===== src/rtl/slot_sched_pkg.sv =====
package slot_sched_pkg;
  typedef enum logic {
    OP_CREATE = 1'b0,
    OP_DELETE = 1'b1
  } sched_op_e;
endpackage


===== src/rtl/tick_prescaler.sv =====
module tick_prescaler #(
  parameter int CLK_DIV     = 2,
  parameter int TICK_COUNTS = 50000
) (
  input  logic clk,
  input  logic rst,
  output logic tick
);
  localparam int PW = (TICK_COUNTS > 1) ? $clog2(TICK_COUNTS) : 1;

  logic step;
  logic [PW-1:0] pre_q;

  generate
    if (CLK_DIV > 1) begin : g_div
      localparam int DW = $clog2(CLK_DIV);
      logic [DW-1:0] div_q;
      always_ff @(posedge clk) begin
        if (rst || div_q == DW'(CLK_DIV - 1)) div_q <= '0;
        else                                  div_q <= div_q + 1'b1;
      end
      assign step = (div_q == DW'(CLK_DIV - 1));
    end else begin : g_nodiv
      assign step = 1'b1;
    end
  endgenerate

  assign tick = step && (pre_q == PW'(TICK_COUNTS - 1));

  always_ff @(posedge clk) begin
    if (rst)       pre_q <= '0;
    else if (tick) pre_q <= '0;
    else if (step) pre_q <= pre_q + 1'b1;
  end
endmodule


===== src/rtl/ms_to_ticks.sv =====
module ms_to_ticks #(
  parameter int MSW     = 16,
  parameter int TW      = 16,
  parameter int TICK_MS = 100
) (
  input  logic [MSW-1:0] ms,
  output logic [TW-1:0]  ticks
);
  localparam int MAXT = (2 ** TW) - 1;

  logic [MSW-1:0] q;

  always_comb begin
    q = ms / MSW'(TICK_MS);
    if (q == '0)                    ticks = TW'(1);
    else if (32'(q) > 32'(MAXT))    ticks = '1;
    else                            ticks = TW'(q);
  end
endmodule


===== src/rtl/first_free.sv =====
module first_free #(
  parameter int N  = 10,
  parameter int HW = 4
) (
  input  logic [N-1:0]  used,
  output logic          found,
  output logic [HW-1:0] idx
);
  always_comb begin
    found = 1'b0;
    idx   = '0;
    for (int i = N - 1; i >= 0; i--) begin
      if (!used[i]) begin
        found = 1'b1;
        idx   = HW'(i);
      end
    end
  end
endmodule


===== src/rtl/slot_timer_sched.sv =====
module slot_timer_sched
  import slot_sched_pkg::*;
#(
  parameter int NUM_SLOTS   = 10,
  parameter int CLK_DIV     = 2,
  parameter int TICK_COUNTS = 50000,
  parameter int TICK_MS     = 100,
  parameter int TW          = 16,
  parameter int MSW         = 16,
  localparam int HW = (NUM_SLOTS > 1) ? $clog2(NUM_SLOTS) : 1
) (
  input  logic           clk,
  input  logic           rst,
  input  logic           req_valid,
  output logic           req_ready,
  input  logic           req_op,
  input  logic [MSW-1:0] req_timeout_ms,
  input  logic           req_periodic,
  input  logic [HW-1:0]  req_handle,
  output logic           ack,
  output logic           ack_ok,
  output logic [HW-1:0]  ack_handle,
  output logic [TW-1:0]  tick_count,
  output logic           fire_valid,
  output logic [HW-1:0]  fire_slot
);
  localparam logic [HW:0]   NUM_W = (HW + 1)'(NUM_SLOTS);
  localparam logic [HW-1:0] LAST  = HW'(NUM_SLOTS - 1);

  logic                 tick_now;
  logic [NUM_SLOTS-1:0] en_q;
  logic [TW-1:0]        due_mem [NUM_SLOTS];
  logic [TW-1:0]        per_mem [NUM_SLOTS];
  logic                 busy_q;
  logic [HW-1:0]        idx_q;
  logic [TW-1:0]        tick_q;
  logic                 free_found;
  logic [HW-1:0]        free_idx;
  logic [TW-1:0]        req_ticks;

  tick_prescaler #(.CLK_DIV(CLK_DIV), .TICK_COUNTS(TICK_COUNTS)) u_pre (
    .clk(clk), .rst(rst), .tick(tick_now)
  );

  first_free #(.N(NUM_SLOTS), .HW(HW)) u_free (
    .used(en_q), .found(free_found), .idx(free_idx)
  );

  ms_to_ticks #(.MSW(MSW), .TW(TW), .TICK_MS(TICK_MS)) u_conv (
    .ms(req_timeout_ms), .ticks(req_ticks)
  );

  logic          accept;
  logic          is_create;
  logic          del_in_range;
  logic [TW-1:0] scan_due;
  logic [TW-1:0] scan_per;
  logic          scan_hit;

  assign req_ready    = !busy_q && !tick_now;
  assign accept       = req_valid && req_ready;
  assign is_create    = (req_op == OP_CREATE);
  assign del_in_range = ({1'b0, req_handle} < NUM_W);
  assign scan_due     = due_mem[idx_q];
  assign scan_per     = per_mem[idx_q];
  assign scan_hit     = busy_q && en_q[idx_q] && (scan_due == tick_q);
  assign tick_count   = tick_q;

  // Slot storage: one write per cycle, no reset (RAM-friendly)
  always_ff @(posedge clk) begin
    if (scan_hit && scan_per != '0) begin
      due_mem[idx_q] <= scan_due + scan_per;
    end else if (accept && is_create && free_found) begin
      due_mem[free_idx] <= tick_q + req_ticks;
      per_mem[free_idx] <= req_periodic ? req_ticks : '0;
    end
  end

  // Tick count, scan sequencer, enables and responses
  always_ff @(posedge clk) begin
    if (rst) begin
      en_q       <= '0;
      busy_q     <= 1'b0;
      idx_q      <= '0;
      tick_q     <= '0;
      fire_valid <= 1'b0;
      fire_slot  <= '0;
      ack        <= 1'b0;
      ack_ok     <= 1'b0;
      ack_handle <= '0;
    end else begin
      fire_valid <= 1'b0;
      ack        <= 1'b0;
      if (tick_now) begin
        tick_q <= tick_q + 1'b1;
        busy_q <= 1'b1;
        idx_q  <= '0;
      end else if (busy_q) begin
        if (scan_hit) begin
          fire_valid <= 1'b1;
          fire_slot  <= idx_q;
          if (scan_per == '0) en_q[idx_q] <= 1'b0;
        end
        if (idx_q == LAST) busy_q <= 1'b0;
        else               idx_q  <= idx_q + 1'b1;
      end
      if (accept) begin
        ack <= 1'b1;
        if (is_create) begin
          ack_ok     <= free_found;
          ack_handle <= free_found ? free_idx : '0;
          if (free_found) en_q[free_idx] <= 1'b1;
        end else begin
          ack_ok     <= del_in_range;
          ack_handle <= req_handle;
          if (del_in_range) en_q[req_handle] <= 1'b0;
        end
      end
    end
  end
endmodule


===== config.mk =====
export PLATFORM = sky130hd
export DESIGN_NAME = slot_timer_sched
export DESIGN_NICKNAME = d
export VERILOG_FILES = /design/src/rtl/slot_sched_pkg.sv /design/src/rtl/tick_prescaler.sv /design/src/rtl/ms_to_ticks.sv /design/src/rtl/first_free.sv /design/src/rtl/slot_timer_sched.sv
export SDC_FILE = /design/constraint.sdc
export NUM_CORES = 1
export LEC_CHECK = 0
export BUFFER_PORTS_ARGS = -buffer_cell sky130_fd_sc_hd__buf_2
export CORE_MARGIN = 2
export CORE_UTILIZATION = 40
export CTS_BUF_LIST = sky130_fd_sc_hd__clkbuf_16
export DETAILED_ROUTE_END_ITERATION = 12
export PLACE_DENSITY = 0.61
export SYNTH_ARGS = -nofsm -noshare
export SYNTH_HDL_FRONTEND = slang
export SYNTH_HIERARCHICAL = 1
export SYNTH_SLANG_ARGS = --single-unit

===== constraint.sdc =====
create_clock -name clk -period 26.4 [get_ports clk]
set_input_delay 6.6 -clock clk [delete_from_list [all_inputs] [get_ports clk]]
set_output_delay 6.6 -clock clk [all_outputs]
set_load 0.01 [all_outputs]

==> results by group, run 1 <==
Yosys
  • Top post-synthesis cells by count: edfxtp_1 (320), nor2_1 (113), nand2_1 (93), mux2i_1 (81), a21oi_1 (73)
  • Unique masters post-synth: 115
  • Largest area contributor in the synthesized netlist: edfxtp_1
  • Ys flop type: edfxtp_1
  • Synth area leaders: edfxtp_1 (48%), dfxtp_1 (6.3%), mux4_2 (5.6%)
  • Top-count cell post-synth: edfxtp_1
  • Sequential share of the synthesized area: 54.5%
  • Post-synth ARST share: 0%
  • Post-synth top area share: 48.2%
  • #FFs+latches synth: 383
  • Mapped Area: 0.0199 mm^2
  • Total of warnings raised by yosys: 6
  • Average size of a mapped cell: 12.8 um^2
  • EDFF count, synth: 320
  • Post-synthesis cell count: 1561

STA
  • Final WS setup: 11.60 ns
  • Worst Clk Skew: 0.0228 ns
  • Final worst path period share: 56.0%
  • Worst hold slack: 0.468 ns
  • Max frequency: 0.0676 GHz
  • Slew HR: 19.1%
  • Hold Violations, Final: 0
  • Fin. max-slew vios: 0
  • Setup TNS: 0 ns
  • Minimum clock period: 14.80 ns
  • RSZ-0062 raised after global routing: false
  • Final Setup Violations: 0
  • Slew at the pin closest to its max-slew limit: 1.20 ns

Routing
  • Highest metal used: met5
  • Met3 routed WL: 2410 um
  • Routed met1 length: 21600 um
  • DR vias/cell: 5.66
  • Via count: 13028
  • 1st-iter DRT viols: 985
  • Residual DRC: 0
  • Post-DRT Antenna Nets: 0
  • Met2 WL: 22200 um
  • DR pass1 iterations: 7
  • Total Wirelength: 47100 um
  • Routed WL per cell: 20.5 um

Power
  • NetSw: 458 uW
  • Reg power frac: 44.5%
  • Lkg Pwr: 0.00727 uW
  • Sw Share: 28.6%
  • Peak supply drop: 0.0470 mV
  • Power Internal: 1140 uW
  • Comb pwr share: 21.9%
  • Clock share of power: 33.6%
  • PwrDens: 72.8 mW/mm^2

Clock tree
  • Setup Buffers After CTS: 0
  • TritonCTS Buffers: 42
  • Clk sinks: 383
  • Post-cts sizing count: 0
  • TritonCTS clock tree: yes
  • H-tree depth: 2
  • Clock Latency Late Sink: 0.55 ns
  • Clk buf depth: 3
  • Reg clk slew, reported paths: 0.06 ns
  • Root buffer cell: clkbuf_16
  • Post-CTS Hold Buffers: 0

Run status
  • Status: finished clean

Floorplan
  • Core area: 0.0491 mm^2
  • Die H: 227 um
  • Initial core utilization: 40.7%
  • Ports: 53
  • Die ar.: 0.0517 mm^2
  • Die W: 227 um
  • Rows: 81

Cells and area
  • Multi-input combinational cell area: 0.00849 mm^2
  • P&R area growth vs syn: 10.4%
  • Share of layout cells above drive strength 1: 17.3%
  • Nets: 1669
  • Fill cell count: 4493
  • FF+latch area: 0.0109 mm^2

Worst setup path
  • Worst Setup Path Type: in -> reg
  • Crit end category: flip-flop
  • CP startpoint kind: primary input
  • Crit Path Max Fanout: 16
  • CP Data Required Time: 26.62 ns
  • Arr. time, crit path: 15.01 ns

Placed design
  • GP Congestion: 0.875
  • Count of input and output buffers: 50
  • Post-DP HPWL: 31600 um
  • Placement Setup Slack: 11.20 ns

GRT
  • First-pass GRT wire length: 73200 um
  • Largest net degree at the start of global routing: 65
  • Aggregate global routing overflow: 0
  • Tot GR Track Use: 18.4%
  • Number of antenna violations at the first check in global routing: 4
  • Vias in the first global route: 12809

Hold path
  • Worst hold path class: reg -> reg

Flow run
  • Max Cap Viol: 0
## worst paths after layout
check	from	to	slack, ns	depth (start not counted)
setup / recovery	req_timeout_ms[11]	due_mem[2][15]	11.60	28
hold / removal	ack_ok	ack_ok	0.47	2
setup reg to reg	flip-flop	due_mem[2][15]	20.05	14
hold reg to reg	ack_ok	ack_ok	0.47	2
## kinds of logic after synthesis
| kind of cell | count (synthesis) | share of synthesized area (%) |
|---|---|---|
| DFF | 383 | 54.5 |
| buffers and inverters | 108 | 3.31 |
| other | 1 | 0.0188 |
| adders and majority gates | 38 | 2.46 |
| xor gates and xnor gates | 96 | 4.37 |
| AOI/OAI and AO/OA | 326 | 12.0 |
| muxes | 149 | 10.9 |
| and+or+nand+nor | 460 | 12.4 |
## power by group through the flow
stage                     logic [uW]  clock network [uW]  registers, uW
after floorplan                  263                   0            725
after global placement           340                   0            726
after detailed placement         349                   0            726
after CTS                        351                 550            714
after global routing             388                 573            714
final                            351                 538            714
## state kept, by name (all words and copies together) (netlist names), named ones only
| register | count |
|---|---|
| fire_valid | 1 |
| ack_handle | 4 |
| ack | 1 |
| busy_q | 1 |
| en_q | 10 |
| due_mem | 160 |
| ack_ok | 1 |
| u_pre/g_div.div_q | 1 |
| fire_slot | 4 |
| tick_count | 16 |
| idx_q | 4 |
| per_mem | 160 |
| u_pre/pre_q | 16 |
## routing by layer
layer  vias to the layer above  global-route usage [%]
met5                         -                       0
met4                         4                    4.24
met3                        61                    2.77
met2                       316                    29.8
met1                      6514                    26.2
li1                       6133                       -
## metrics by stage
step                total power (uW)  util (%)  cells  area [um^2]
global placement                1070      42.3   2226        20700
floorplan                        988         -   1566        20000
finish                          1600      44.9   2302        22000
global route                    1670      44.9   2302        22000
CTS                             1610      44.9   2301        22000
detailed placement              1080      42.3   2226        20700
## critical path: stages
cell,delay (ns)
buf_2,0.20
nor3_2,0.38
o32ai_2,0.17
nor3_2,0.39
o21ai_0,0.19
o31ai_1,0.78
or3_4,0.31
nand2_1,0.09
a221oi_2,0.53
a21boi_0,0.27
xnor2_1,0.28
o2111ai_2,0.31
a21o_4,0.30
xnor2_2,0.17
a211oi_1,0.38
a211oi_1,0.09
buf_4,0.17
o32ai_1,0.35
a211oi_2,0.16
ha_1,0.25
a211oi_1,0.44
o211ai_1,0.22
a311oi_1,0.48
a21oi_1,0.20
a31o_2,0.30
nand2_1,0.09
nand3_1,0.08
a32oi_1,0.80
## layout make-up
class                      instances  share of cell area (%)
antenna                            1                  0.0114
inverter                          28                   0.477
clock buffer                      43                    4.89
clock inverter                    32                   0.869
multi-input combinational       1075                    38.6
sequential                       383                    49.4
tap                              664                    3.77
timing repair buffer              76                    2.02
## cells in the final DEF, fill, tap and decap left out, types with 26 or more instances in the layout
master / Yosys / final
and2_1: 27 / 27
mux2i_1: 81 / 81
ha_1: 36 / 36
dfxtp_1: 63 / 59
a21oi_1: 73 / 73
o21ai_0: 36 / 36
edfxtp_1: 320 / 320
xor2_1: 42 / 42
buf_2: 11 / 50
nor2_1: 113 / 108
clkbuf_16: 0 / 43
inv_1: 26 / 39
a31oi_1: 28 / 28
nor3_1: 44 / 39
nand3_1: 30 / 30
xnor2_1: 50 / 50
a211oi_1: 27 / 27
nor2b_1: 37 / 34
mux4_2: 50 / 50
nand2_1: 93 / 93
buf_4: 17 / 26
Note: power is estimated with default switching activity, not from simulation.
==> run 2: changes to the inputs <==
clock period = 13.7 ns   (was 26.4 ns; I/O delays follow)
==> results by group, run 2 (synthesis results as in run 1) <==
Hold path
  • WHS Path Cells: 2 (unchanged)
  • Worst hold path class: reg -> reg
  • Hold EP: ack_ok
  • Hold Crit Start: ack_ok

Clock tree
  • Setup Buffers After CTS: 0 (unchanged)
  • H-tree depth: 2 (unchanged)
  • TritonCTS Buffers: 40 (-4.8%)
  • Reg clk slew, reported paths: 0.06 ns (about the same)
  • Clk buf depth: 3 (unchanged)
  • Clk sinks: 383 (unchanged)
  • Clock Latency Late Sink: 0.54 ns (about the same)
  • TritonCTS clock tree: yes
  • Post-cts sizing count: 0 (unchanged)
  • Post-CTS Hold Buffers: 0 (unchanged)
  • Root buffer cell: clkbuf_16

Routing
  • DR vias/cell: 5.64 (-0.39%)
  • Routed WL per cell: 20.4 um (-0.20%)
  • 1st-iter DRT viols: 1015 (+3.0%)
  • Met2 WL: 21900 um (-1.2%)
  • Post-DRT Antenna Nets: 0 (unchanged)
  • Residual DRC: 0 (unchanged)
  • Via count: 12955 (-0.56%)
  • DR pass1 iterations: 5 (-2)
  • Routed met1 length: 22300 um (+2.9%)
  • Highest metal used: met5
  • Total Wirelength: 46900 um (-0.37%)
  • Met3 routed WL: 2020 um (-16%)

Power
  • Total power: 3170 uW (+98%)
  • Lkg Pwr: 0.00730 uW (+0.44%)
  • PwrDens: 143 mW/mm^2 (+97%)
  • Peak supply drop: 0.105 mV (+120%)

Worst setup path
  • Crit end category: flip-flop
  • R2R Setup Slk: 8.08 ns (-11.97 ns)
  • Worst R2R End: due_mem[7][15]
  • Arr. time, crit path: 11.88 ns (-3.13 ns)
  • Crit Path Max Fanout: 14 (-2)
  • Worst path max stage delay: 0.66 ns (-0.14 ns)
  • CP startpoint kind: primary input
  • Worst Setup Path Type: in -> reg
  • CP Data Required Time: 13.93 ns (-12.69 ns)
  • R2R depth: 13 (-1)
  • Slowest CP cell: a211oi_1

GRT
  • Largest net degree at the start of global routing: 65 (unchanged)
  • Tot GR Track Use: 18.3% (-0.065 points)
  • Number of antenna violations at the first check in global routing: 1 (-3)
  • Aggregate global routing overflow: 0 (unchanged)
  • Vias in the first global route: 12651 (-1.2%)
  • First-pass GRT wire length: 72800 um (-0.50%)

Placed design
  • Placement Setup Slack: 1.56 ns (-9.64 ns)
  • Count of input and output buffers: 50 (unchanged)
  • Dpl cells: 2224 (-0.090%)
  • Post-DP HPWL: 31400 um (-0.59%)
  • GP Congestion: 0.862 (-1.5%)

STA
  • Final Setup Violations: 0 (unchanged)
  • Worst Clk Skew: 0.0233 ns (+0.000507 ns)
  • Fin. max-slew vios: 0 (unchanged)
  • Hold Violations, Final: 0 (unchanged)
  • Slew at the pin closest to its max-slew limit: 1.20 ns (-0.000471 ns)
  • Final worst path period share: 85.0%
  • Minimum clock period: 11.65 ns
  • Setup TNS: 0 ns (unchanged)
  • Slew HR: 19.0% (-0.13 points)
  • Max frequency: 0.0859 GHz
  • Final WS setup: 2.05 ns (-9.55 ns)
  • RSZ-0062 raised after global routing: false

Cells and area
  • Nets: 1665 (-0.24%)
  • Non-Filler Instances: 2298 (-0.17%)
  • Final core occ: 45.1% (+0.21 points)
  • FF+latch area: 0.0109 mm^2 (unchanged)
  • Most frequent cells in the layout: edfxtp_1 (320), nor2_1 (108), nand2_1 (93)
  • Fill cell count: 4449 (-0.98%)
  • Most common cell after layout, fill and taps aside: edfxtp_1
  • P&R area growth vs syn: 10.9%
  • Share of layout cells above drive strength 1: 17.6% (+0.28 points)
  • N_diodes: 0 (-1)
  • Regs by FF count: due_mem (160), per_mem (160)
  • Multi-input combinational cell area: 0.00849 mm^2 (unchanged)

Flow run
  • Max Cap Viol: 0 (unchanged)

Floorplan
  • Die W: 227 um (unchanged)
  • Ports: 53 (unchanged)
  • Initial core utilization: 40.7% (unchanged)
  • Core area: 0.0491 mm^2 (unchanged)
  • Rows: 81 (unchanged)
  • Die H: 227 um (unchanged)
  • Die ar.: 0.0517 mm^2 (unchanged)

Run status
  • Status: finished clean
## run 2: cell count changes in the layout (fill, tap and decap cells not counted), sizes merged
| cell | change |
|---|---|
| bufinv | +6 |
| inv | -7 |
| buf | -2 |
| diode | -1 |
| clkinvlp | +1 |
| clkbuf | -1 |
## run 2: layer usage
layer | vias up | GRT usage [%]
li1 | 6092 | -
met1 | 6546 | 26.6
met2 | 262 | 29.8
met3 | 53 | 2.34
met4 | 2 | 3.54
met5 | - | 0
## run 2: cell type report
class                      instances  share of cell area, %
clock buffer                      42                   4.75
clock inverter                    32                   1.53
inverter                          28                  0.475
multi-input combinational       1075                   38.4
sequential                       383                   49.2
tap                              664                   3.76
timing repair buffer              74                   1.95
## run 2: stage by stage
step / hold WS, ns / cell area [um^2]
floorplan: 0.455 / 20000
global placement: 0.448 / 20700
detailed placement: 0.450 / 20700
CTS: 0.459 / 22100
global route: 0.483 / 22100
finish: 0.455 / 22100
## run 2: critical path, delay by kind of cell
family / cells / cell delay, ns
simple gates: 4 / 1.36
buf+inv: 2 / 0.24
compound gates: 18 / 4.82
mux: 1 / 0.56
xor+xnor: 3 / 0.81
fa+ha+maj: 2 / 0.67
## run 2: how the worst max path moves through the flow
stage                             from        endpoint  slack (ns)  cells past startpoint
global route        req_timeout_ms[12]  due_mem[2][14]        1.24                     30
floorplan           req_timeout_ms[15]  due_mem[0][15]        3.60                     27
finish              req_timeout_ms[12]  due_mem[2][14]        2.05                     30
detailed placement  req_timeout_ms[12]  due_mem[3][14]        1.56                     30
global placement    req_timeout_ms[12]  due_mem[2][14]        1.63                     30
CTS                 req_timeout_ms[12]  due_mem[3][14]        2.07                     30
## run 2: power breakdown
part	switching (uW)	internal [uW]
sequential	4.84	1370
combinational	424	239
clock	444	688
total	873	2300
==> run 3: changes to the inputs <==
CORE_ASPECT_RATIO = 0.5   (was unset)
HOLD_SLACK_MARGIN = 0.03   (was unset)
==> results by group, run 3 (synthesis results as in run 1) <==
Run status
  • Status: finished clean

Worst setup path
  • Critical Path Stages: 29 (-3.3%)
  • Crit end category: flip-flop
  • Most used cell, CP: a211oi_1
  • R2R depth: 14 (+1)
  • Crit Path Max Fanout: 20 (+6)
  • Buf/Inv on CP: 2 (unchanged)
  • CP Data Required Time: 13.91 ns (-0.02 ns)
  • Arr. time, crit path: 11.61 ns (-0.27 ns)
  • Worst path max stage delay: 0.70 ns (+0.04 ns)
  • CP startpoint kind: primary input
  • Slowest CP cell: a32oi_1
  • Worst Setup Path Type: in -> reg
  • CP top delay family: compound AO/OA/AOI/OAI gates

Cells and area
  • Post-route cell area: 0.0219 mm^2 (-1.1%)
  • Share of layout cells above drive strength 1: 17.4% (-0.13 points)
  • Most common cell after layout, fill and taps aside: edfxtp_1
  • Final core occ: 44.8% (-0.31 points)
  • Most frequent cells in the layout: edfxtp_1 (320), nor2_1 (105), nand2_1 (93)
  • Nets: 1664 (-0.060%)
  • P&R area growth vs syn: 9.72%
  • Regs by FF count: due_mem (160), per_mem (160)
  • N_diodes: 0 (unchanged)

Floorplan
  • Die H: 162 um (-29%)
  • Initial core utilization: 40.8% (+0.17 points)
  • Core area: 0.0489 mm^2 (-0.41%)
  • Die ar.: 0.0518 mm^2 (+0.21%)
  • Die W: 320 um (+41%)
  • Ports: 53 (unchanged)
  • Rows: 57 (-30%)

Power
  • NetSw: 877 uW (+0.45%)
  • Lkg Pwr: 0.00719 uW (-1.4%)
  • Sw Share: 28.9% (+1.4 points)
  • Clock share of power: 32.2% (-3.5 points)
  • Peak supply drop: 0.0817 mV (-22%)
  • PwrDens: 139 mW/mm^2 (-3.3%)
  • Power Internal: 2160 uW (-6.1%)
  • Reg power frac: 45.3% (+1.9 points)
  • Comb pwr share: 22.4% (+1.5 points)

GRT
  • Number of antenna violations at the first check in global routing: 0 (-1)
  • Tot GR Track Use: 18.1% (-0.22 points)
  • Largest net degree at the start of global routing: 65 (unchanged)
  • Aggregate global routing overflow: 0 (unchanged)
  • First-pass GRT wire length: 72900 um (+0.12%)
  • Vias in the first global route: 12351 (-2.4%)

Routing
  • Residual DRC: 0 (unchanged)
  • Routed WL per cell: 20.7 um (+1.4%)
  • Via count: 12938 (-0.13%)
  • DR vias/cell: 5.68 (+0.75%)
  • 1st-iter DRT viols: 1041 (+2.6%)
  • Post-DRT Antenna Nets: 0 (unchanged)
  • Total Wirelength: 47200 um (+0.49%)
  • DR pass1 iterations: 5 (unchanged)

Placed design
  • Count of input and output buffers: 50 (unchanged)
  • GP Congestion: 0.871 (+1.1%)
  • DP Area: 0.0207 mm^2 (about the same)
  • Placement Setup Slack: 1.81 ns (+0.254 ns)
  • Post-DP HPWL: 31000 um (-1.4%)

STA
  • RSZ-0062 raised after global routing: false
  • Slew HR: 16.4% (-2.6 points)
  • Final Setup Violations: 0 (unchanged)
  • Worst Clk Skew: 0.0224 ns (-0.000896 ns)
  • Setup TNS: 0 ns (unchanged)
  • Slew at the pin closest to its max-slew limit: 1.24 ns (+0.0379 ns)
  • Hold Violations, Final: 0 (unchanged)
  • Worst hold slack: 0.458 ns (+0.00312 ns)
  • Final WS setup: 2.30 ns (+0.249 ns)
  • Fin. max-slew vios: 0 (unchanged)
  • Final worst path period share: 83.2% (-1.8 points)
  • Max frequency: 0.0877 GHz (+2.2%)
  • Minimum clock period: 11.40 ns (-0.249 ns)

Clock tree
  • Clk sinks: 383 (unchanged)
  • TritonCTS Buffers: 39 (-2.5%)
  • Post-CTS Hold Buffers: 0 (unchanged)
  • Post-cts sizing count: 0 (unchanged)
  • Clock Latency Late Sink: 0.54 ns (about the same)
  • TritonCTS clock tree: yes
  • Root buffer cell: clkbuf_16
  • Clk buf depth: 3 (unchanged)
  • Reg clk slew, reported paths: 0.06 ns (about the same)
  • Setup Buffers After CTS: 0 (unchanged)
  • H-tree depth: 2 (unchanged)

Flow run
  • Max Cap Viol: 0 (unchanged)

Hold path
  • Worst hold path class: reg -> reg
  • WHS Path Cells: 2 (unchanged)
## run 3: cell types whose count changed in the layout (fill, tap and decap cells not counted), sizes merged
cell      change
clkinvlp      -2
bufinv        -6
clkbuf        -3
clkinv        +3
inv           +3
## run 3: power by group through the flow
stage / combinational [uW] / clock, uW / sequential [uW]
global placement: 664 / 0 / 1400
CTS: 676 / 993 / 1370
floorplan: 507 / 0 / 1400
detailed placement: 673 / 0 / 1400
global route: 757 / 1040 / 1380
finish: 681 / 977 / 1370
## run 3: metal layers
metal  up-vias  wire length (um)  track usage, %
met1      6515             22600            26.5
li1       6096                 -               -
met3        42              2090            2.11
met5         -                 0               0
met2       285             21800            29.3
met4         0               682            3.77
## run 3: final cells by class
| class | count | area, um^2 |
|---|---|---|
| Clock inverter | 30 | 183 |
| Inverter | 28 | 105 |
| Timing Repair Buffer | 74 | 430 |
| Fill cell | 4393 | 27000 |
| Multi-Input combinational cell | 1075 | 8500 |
| Clock buffer | 39 | 976 |
| Tap cell | 649 | 812 |
| Sequential cell | 383 | 10900 |
## run 3: worst paths after layout
check / slack, ns / from / to
max: 2.30 / req_timeout_ms[15] / due_mem[7][15]
min: 0.46 / ack_ok / ack_ok
max reg2reg: 7.67 / flip-flop / due_mem[7][15]
min reg2reg: 0.46 / ack_ok / ack_ok
## run 3: stage by stage
stage,power (uW),std cells
finish,3030,2278
floorplan,1900,1566
detailed placement,2070,2209
global route,3180,2278
CTS,3040,2278
global placement,2060,2209
## run 3: tightest hold or removal path: stages, from the launching register on
cell     delay, ns
dfxtp_1       0.31
nand2_1       0.05
a21oi_1       0.05
